File: src/rtl/sc_pkg.sv
package sc_pkg;
  localparam int unsigned DIV_SLOWEST = 160;
  localparam int unsigned DIV_SLOW    = 80;
  localparam int unsigned DIV_MID     = 40;
  localparam int unsigned DIV_FAST    = 20;
  localparam int unsigned DIV_FASTEST = 15;
  localparam int unsigned CNT_W       = $clog2(DIV_SLOWEST);

  typedef logic [2:0]       rate_sel_t;
  typedef logic [CNT_W-1:0] div_cnt_t;

  // terminal count (period - 1) for a selector value
  function automatic div_cnt_t term_of(rate_sel_t sel);
    case (sel)
      3'b100:  return div_cnt_t'(DIV_SLOW - 1);
      3'b101:  return div_cnt_t'(DIV_MID - 1);
      3'b110:  return div_cnt_t'(DIV_FAST - 1);
      3'b111:  return div_cnt_t'(DIV_FASTEST - 1);
      default: return div_cnt_t'(DIV_SLOWEST - 1);
    endcase
  endfunction
endpackage

File: src/rtl/sc_rate_div.sv
module sc_rate_div
  import sc_pkg::*;
#(
  parameter bit RATE_MSB_PRESENT = 1'b1
) (
  input  logic      clk,
  input  logic      rst_n,
  input  rate_sel_t rate_sel,
  output logic      samp_stb
);
  rate_sel_t eff_sel;
  div_cnt_t  cnt;
  div_cnt_t  term;

  generate
    if (RATE_MSB_PRESENT) begin : g_full_sel
      assign eff_sel = rate_sel;
    end else begin : g_msb_tied
      assign eff_sel = {1'b1, rate_sel[1:0]};
    end
  endgenerate

  assign term = term_of(eff_sel);

  // a count at or past the terminal wraps, so a selector change settles within one period
  always_ff @(posedge clk) begin
    if (!rst_n) begin
      cnt      <= '0;
      samp_stb <= 1'b0;
    end else if (cnt >= term) begin
      cnt      <= '0;
      samp_stb <= 1'b1;
    end else begin
      cnt      <= cnt + 1'b1;
      samp_stb <= 1'b0;
    end
  end
endmodule

File: src/rtl/sc_pulse_shaper.sv
module sc_pulse_shaper #(
  parameter int unsigned MIN_SAMPLES = 10,
  parameter int unsigned MAX_RUN     = 3
) (
  input  logic clk,
  input  logic rst_n,
  input  logic samp_stb,
  input  logic tx_raw,
  output logic tx_shaped
);
  localparam int unsigned HOLD_W = $clog2(MIN_SAMPLES + 1);
  localparam int unsigned RUN_W  = $clog2(MAX_RUN + 1);
  localparam logic [HOLD_W-1:0] HOLD_FULL = HOLD_W'(MIN_SAMPLES);
  localparam logic [RUN_W-1:0]  RUN_FULL  = RUN_W'(MAX_RUN);

  logic [HOLD_W-1:0] hold;     // samples the current output level has lasted (saturating)
  logic [RUN_W-1:0]  run;      // stretched levels in the current run
  logic              stretched; // current output level is being or was extended

  logic differs, level_long, may_stretch;
  assign differs     = (tx_raw != tx_shaped);
  assign level_long  = (hold >= HOLD_FULL);
  assign may_stretch = (run < RUN_FULL);

  always_ff @(posedge clk) begin
    if (!rst_n) begin
      tx_shaped <= 1'b1;
      hold      <= HOLD_FULL;
      run       <= '0;
      stretched <= 1'b0;
    end else if (samp_stb) begin
      if (differs && level_long) begin
        tx_shaped <= tx_raw;
        hold      <= HOLD_W'(1);
        stretched <= 1'b0;
        if (stretched)
          run <= may_stretch ? run + 1'b1 : RUN_FULL;
        else
          run <= '0;
      end else if (differs && may_stretch) begin
        stretched <= 1'b1;
        hold      <= hold + 1'b1;
      end else if (differs) begin
        tx_shaped <= tx_raw;
        hold      <= HOLD_W'(1);
        stretched <= 1'b0;
      end else if (!level_long) begin
        hold <= hold + 1'b1;
      end
    end
  end
endmodule

File: src/rtl/sample_shaper_top.sv
module sample_shaper_top #(
  parameter bit          RATE_MSB_PRESENT = 1'b1,
  parameter int unsigned MIN_SAMPLES      = 10,
  parameter int unsigned MAX_RUN          = 3
) (
  input  logic       clk,
  input  logic       rst_n,
  input  logic [2:0] rate_sel,
  input  logic       tx_raw,
  output logic       samp_stb,
  output logic       tx_shaped
);
  sc_rate_div #(.RATE_MSB_PRESENT(RATE_MSB_PRESENT)) u_div (
    .clk      (clk),
    .rst_n    (rst_n),
    .rate_sel (rate_sel),
    .samp_stb (samp_stb)
  );

  sc_pulse_shaper #(.MIN_SAMPLES(MIN_SAMPLES), .MAX_RUN(MAX_RUN)) u_shape (
    .clk       (clk),
    .rst_n     (rst_n),
    .samp_stb  (samp_stb),
    .tx_raw    (tx_raw),
    .tx_shaped (tx_shaped)
  );
endmodule

File: config.mk
export PLATFORM = sky130hd
export DESIGN_NAME = sample_shaper_top
export DESIGN_NICKNAME = d
export VERILOG_FILES = /design/src/rtl/sc_pkg.sv /design/src/rtl/sc_rate_div.sv /design/src/rtl/sc_pulse_shaper.sv /design/src/rtl/sample_shaper_top.sv
export SDC_FILE = /design/constraint.sdc
export NUM_CORES = 1
export LEC_CHECK = 0
export BUFFER_PORTS_ARGS = -buffer_cell sky130_fd_sc_hd__clkbuf_2
export CAP_MARGIN = 0
export CORE_UTILIZATION = 55
export CTS_CLUSTER_SIZE = 10
export DETAILED_ROUTE_END_ITERATION = 10
export GPL_TIMING_DRIVEN = 0
export HOLD_SLACK_MARGIN = 0.15
export PLACE_DENSITY = 0.74
export SLEW_MARGIN = 20
export SYNTH_ARGS = -nofsm -noshare
export SYNTH_HDL_FRONTEND = slang
export SYNTH_HIERARCHICAL = 1
export SYNTH_SLANG_ARGS = --single-unit
File: constraint.sdc
create_clock -name clk -period 4.8 [get_ports clk]
set_clock_uncertainty 0.1 [all_clocks]
set_input_delay 0.72 -clock clk [delete_from_list [all_inputs] [get_ports clk]]
set_output_delay 0.72 -clock clk [all_outputs]
set_load 0.05 [all_outputs]
==> summary.txt <==
Route
  • Drt pass-1 iters: 4
  • Vias: roughly 740
  • Via/cell ratio: between 5 and 6
  • Post-DRT Antenna Nets: 0
  • Avg WL per Cell: ~11 um
  • # DRC: 0
  • First DRT Iteration DRCs: 13
  • WL final: approximately 1500 um

Die
  • Starting Density: between 50% and 60%
  • Die H: 44.64 um
  • Die width: between 40 and 50 um
  • Core Area: 1708 sq um
  • Row cnt: 15
  • Area of the die: approximately 2000 sq um
  • Ports: 8

Clock tree
  • Clock tree root driver cell: clkbuf_4
  • Clk slew on worst S/H paths: roughly 0.09 ns
  • Setup bufs post-CTS: 0
  • Post-cts sizing count: 0
  • Htree depth: 1
  • CTS tree: done
  • Clk sinks: 17
  • Num CTS Buffers: 3
  • Clk_lat worst skew: between 0.2 and 0.3 ns
  • CTS Hold Buffers Added: 0
  • Number of buffers on the longest clock path: 2

Finish
  • Fill count: 153
  • Layout cells sized above 1: 17.80%
  • Final core utilization: a little under two thirds
  • Area delta synth->final: 9.262%
  • Post-Layout Cell Count: 143
  • Fin nets: 135
  • Diodes inserted: 0

Outcome
  • Status: finished clean

Critical path
  • CP Capture Type: flip-flop
  • Startpoint class of the critical path: input port
  • CP Cell Sequence: clkbuf_2 > or3b_2 > ha_1 > nand4_1 > o211ai_4 > nor2_1
  • Slowest CP cell: or3b_2
  • Critical path class: in -> reg
  • Crit path from: rate_sel[0]
  • Worst Path Buf+Inv: 1
  • Reg2reg start: u_shape/hold[0]$_SDFFE_PN0P_
  • CP top delay family: simple AND/OR/NAND/NOR gates
  • Required @ worst endpoint: around 4.9 ns
  • CP peak stage delay: roughly 0.47 ns
  • Worst-path fanout max: 8
  • WP data arrival: 2.19 ns

Run
  • Max Cap Viol: 0

Yosys
  • Distinct cell type count after synthesis: 36
  • Post-synth EDFFs: 0
  • Synth Register Bits: 17
  • Syn Area/Cell: between 9 and 10 sq um
  • Synth Instances: approximately 110
  • Mapped cell area: 999.7 sq um
  • Ys async rst share: 0%
  • Synth warn: 6
  • Primary FF master, synth: dfxtp_1
  • Sequential area share after synthesis: between 30% and 40%
  • Synth Net Count: around 120

Worst hold path
  • Hold path start: u_div/cnt[0]$_SDFF_PP0_
  • Worst hold-check path type: reg -> reg

GRT
  • Overflow after GRT: 0
  • Overall routing resource usage: ~17%
  • Antenna violations before repair: 0
  • Pin count of the biggest net entering global routing: 11
  • Vias in the first global route: approximately 640
  • First-pass GRT wire length: roughly 2500 um

Power and ir drop
  • Pwr/cell area: approximately 220 nW/um^2
  • LEAKAGE: 0.4587 nW
  • Max rail drop VDD: between 0.15 and 0.2 mV

Timing
  • RSZ-0062 raised after global routing: false
  • Rel. slew slack: 73.41%
  • Fmax: 472.6 MHz
  • Final Hold Viols: 0
  • Fin crit share: between 40% and 50%
  • Fin. max-slew vios: 0
  • Post-route minimum period: approximately 2.1 ns
  • TNS Setup: 0 ns
  • Final setup fails: 0
  • Worst slew pin tran: 0.3988 ns

Placement
  • Post-DP HPWL: roughly 1200 um
  • Port bufs: 7
  • GPL Wtd Cong: between 0.8 and 0.9
  • DP Cell Count: between 100 and 150
-- power by group --
group | switching (W) | internal [W] | total [W]
logic | 0.0000124 | 0.00000939 | 0.0000218
registers | 0.00000270 | 0.000143 | 0.000146
clock network | 0.0000414 | 0.0000323 | 0.0000737
total | 0.0000565 | 0.000185 | 0.000241
-- per-stage QoR --
stage               total power [W]  setup WS [ns]  area, sq um  hold slack, ns
global route              0.0002540          2.592         1092          0.4484
finish                    0.0002415          2.684         1092          0.3805
floorplan                 0.0001641          2.618        999.7          0.3373
global placement          0.0001706          2.391         1066          0.3628
detailed placement        0.0001714          2.361         1066          0.3639
CTS                       0.0002446          2.672         1092          0.3877
-- kinds of logic after synthesis --
kind of cell,synth area share (%)
flops,34.04
buf+inv,3.004
fa+ha+maj,12.52
compound gates,13.89
simple gates,24.78
mux,4.005
xor+xnor,7.760
-- synth_stat cells (3+ instances only) --
library cell / instances / area [sq um]
dfxtp_1: 17 / 340.3
nor2_1: 11 / 41.29
ha_1: 10 / 125.1
nand4_1: 3 / 18.77
xor2_1: 4 / 35.03
o21ai_0: 4 / 20.02
inv_1: 6 / 22.52
mux2i_1: 4 / 40.04
nand3_1: 7 / 35.03
and2_1: 4 / 25.02
nand2_1: 7 / 26.28
xnor2_1: 3 / 26.28
-- final cells by class --
cell class	count	area [sq um]	area share, %
Buffer	2	7.507	0.6873
Clock buffer	4	26.28	2.405
Inverter	6	22.52	2.062
Multi-Input combinational cell	82	629.4	57.62
Sequential cell	17	340.3	31.16
Tap cell	25	31.28	2.864
Timing Repair Buffer	7	35.03	3.207
-- flip-flops by register name, indices dropped and copies added (netlist names) --
| name | flops |
|---|---|
| u_shape/tx_shaped | 1 |
| u_shape/hold | 4 |
| u_div/cnt | 8 |
| u_div/samp_stb | 1 |
| u_shape/run | 2 |
| u_shape/stretched | 1 |
-- routing by layer --
metal / track usage, % / up-vias / part of all wire (%)
met5: 0 / - / 0
met1: 22.31 / 330 / 53
met4: 3.636 / 0 / 0.80
met2: 26.76 / 7 / 42
li1: - / 397 / -
met3: 8.571 / 2 / 4.1
-- placed cells by master, fill, tap and decap left out, types with 4 or more instances in the layout --
master / synthesis / routed
and2_1: 4 / 4
xor2_1: 4 / 4
inv_1: 6 / 6
o21ai_0: 4 / 4
ha_1: 10 / 10
nor2_1: 11 / 11
mux2i_1: 4 / 4
dfxtp_1: 17 / 17
clkbuf_2: 0 / 7
nand2_1: 7 / 7
nand3_1: 7 / 7
-- path summary, 6_finish.rpt --
kind,end,slack [ns],cells after the start
max,u_div/cnt[3]$_SDFF_PP0_,2.68,6
min,u_div/cnt[0]$_SDFF_PP0_,0.38,1
max reg2reg,u_shape/hold[0]$_SDFFE_PN0P_,3.12,6
min reg2reg,u_div/cnt[0]$_SDFF_PP0_,0.38,1
Note: power is estimated with default switching activity, not from simulation.
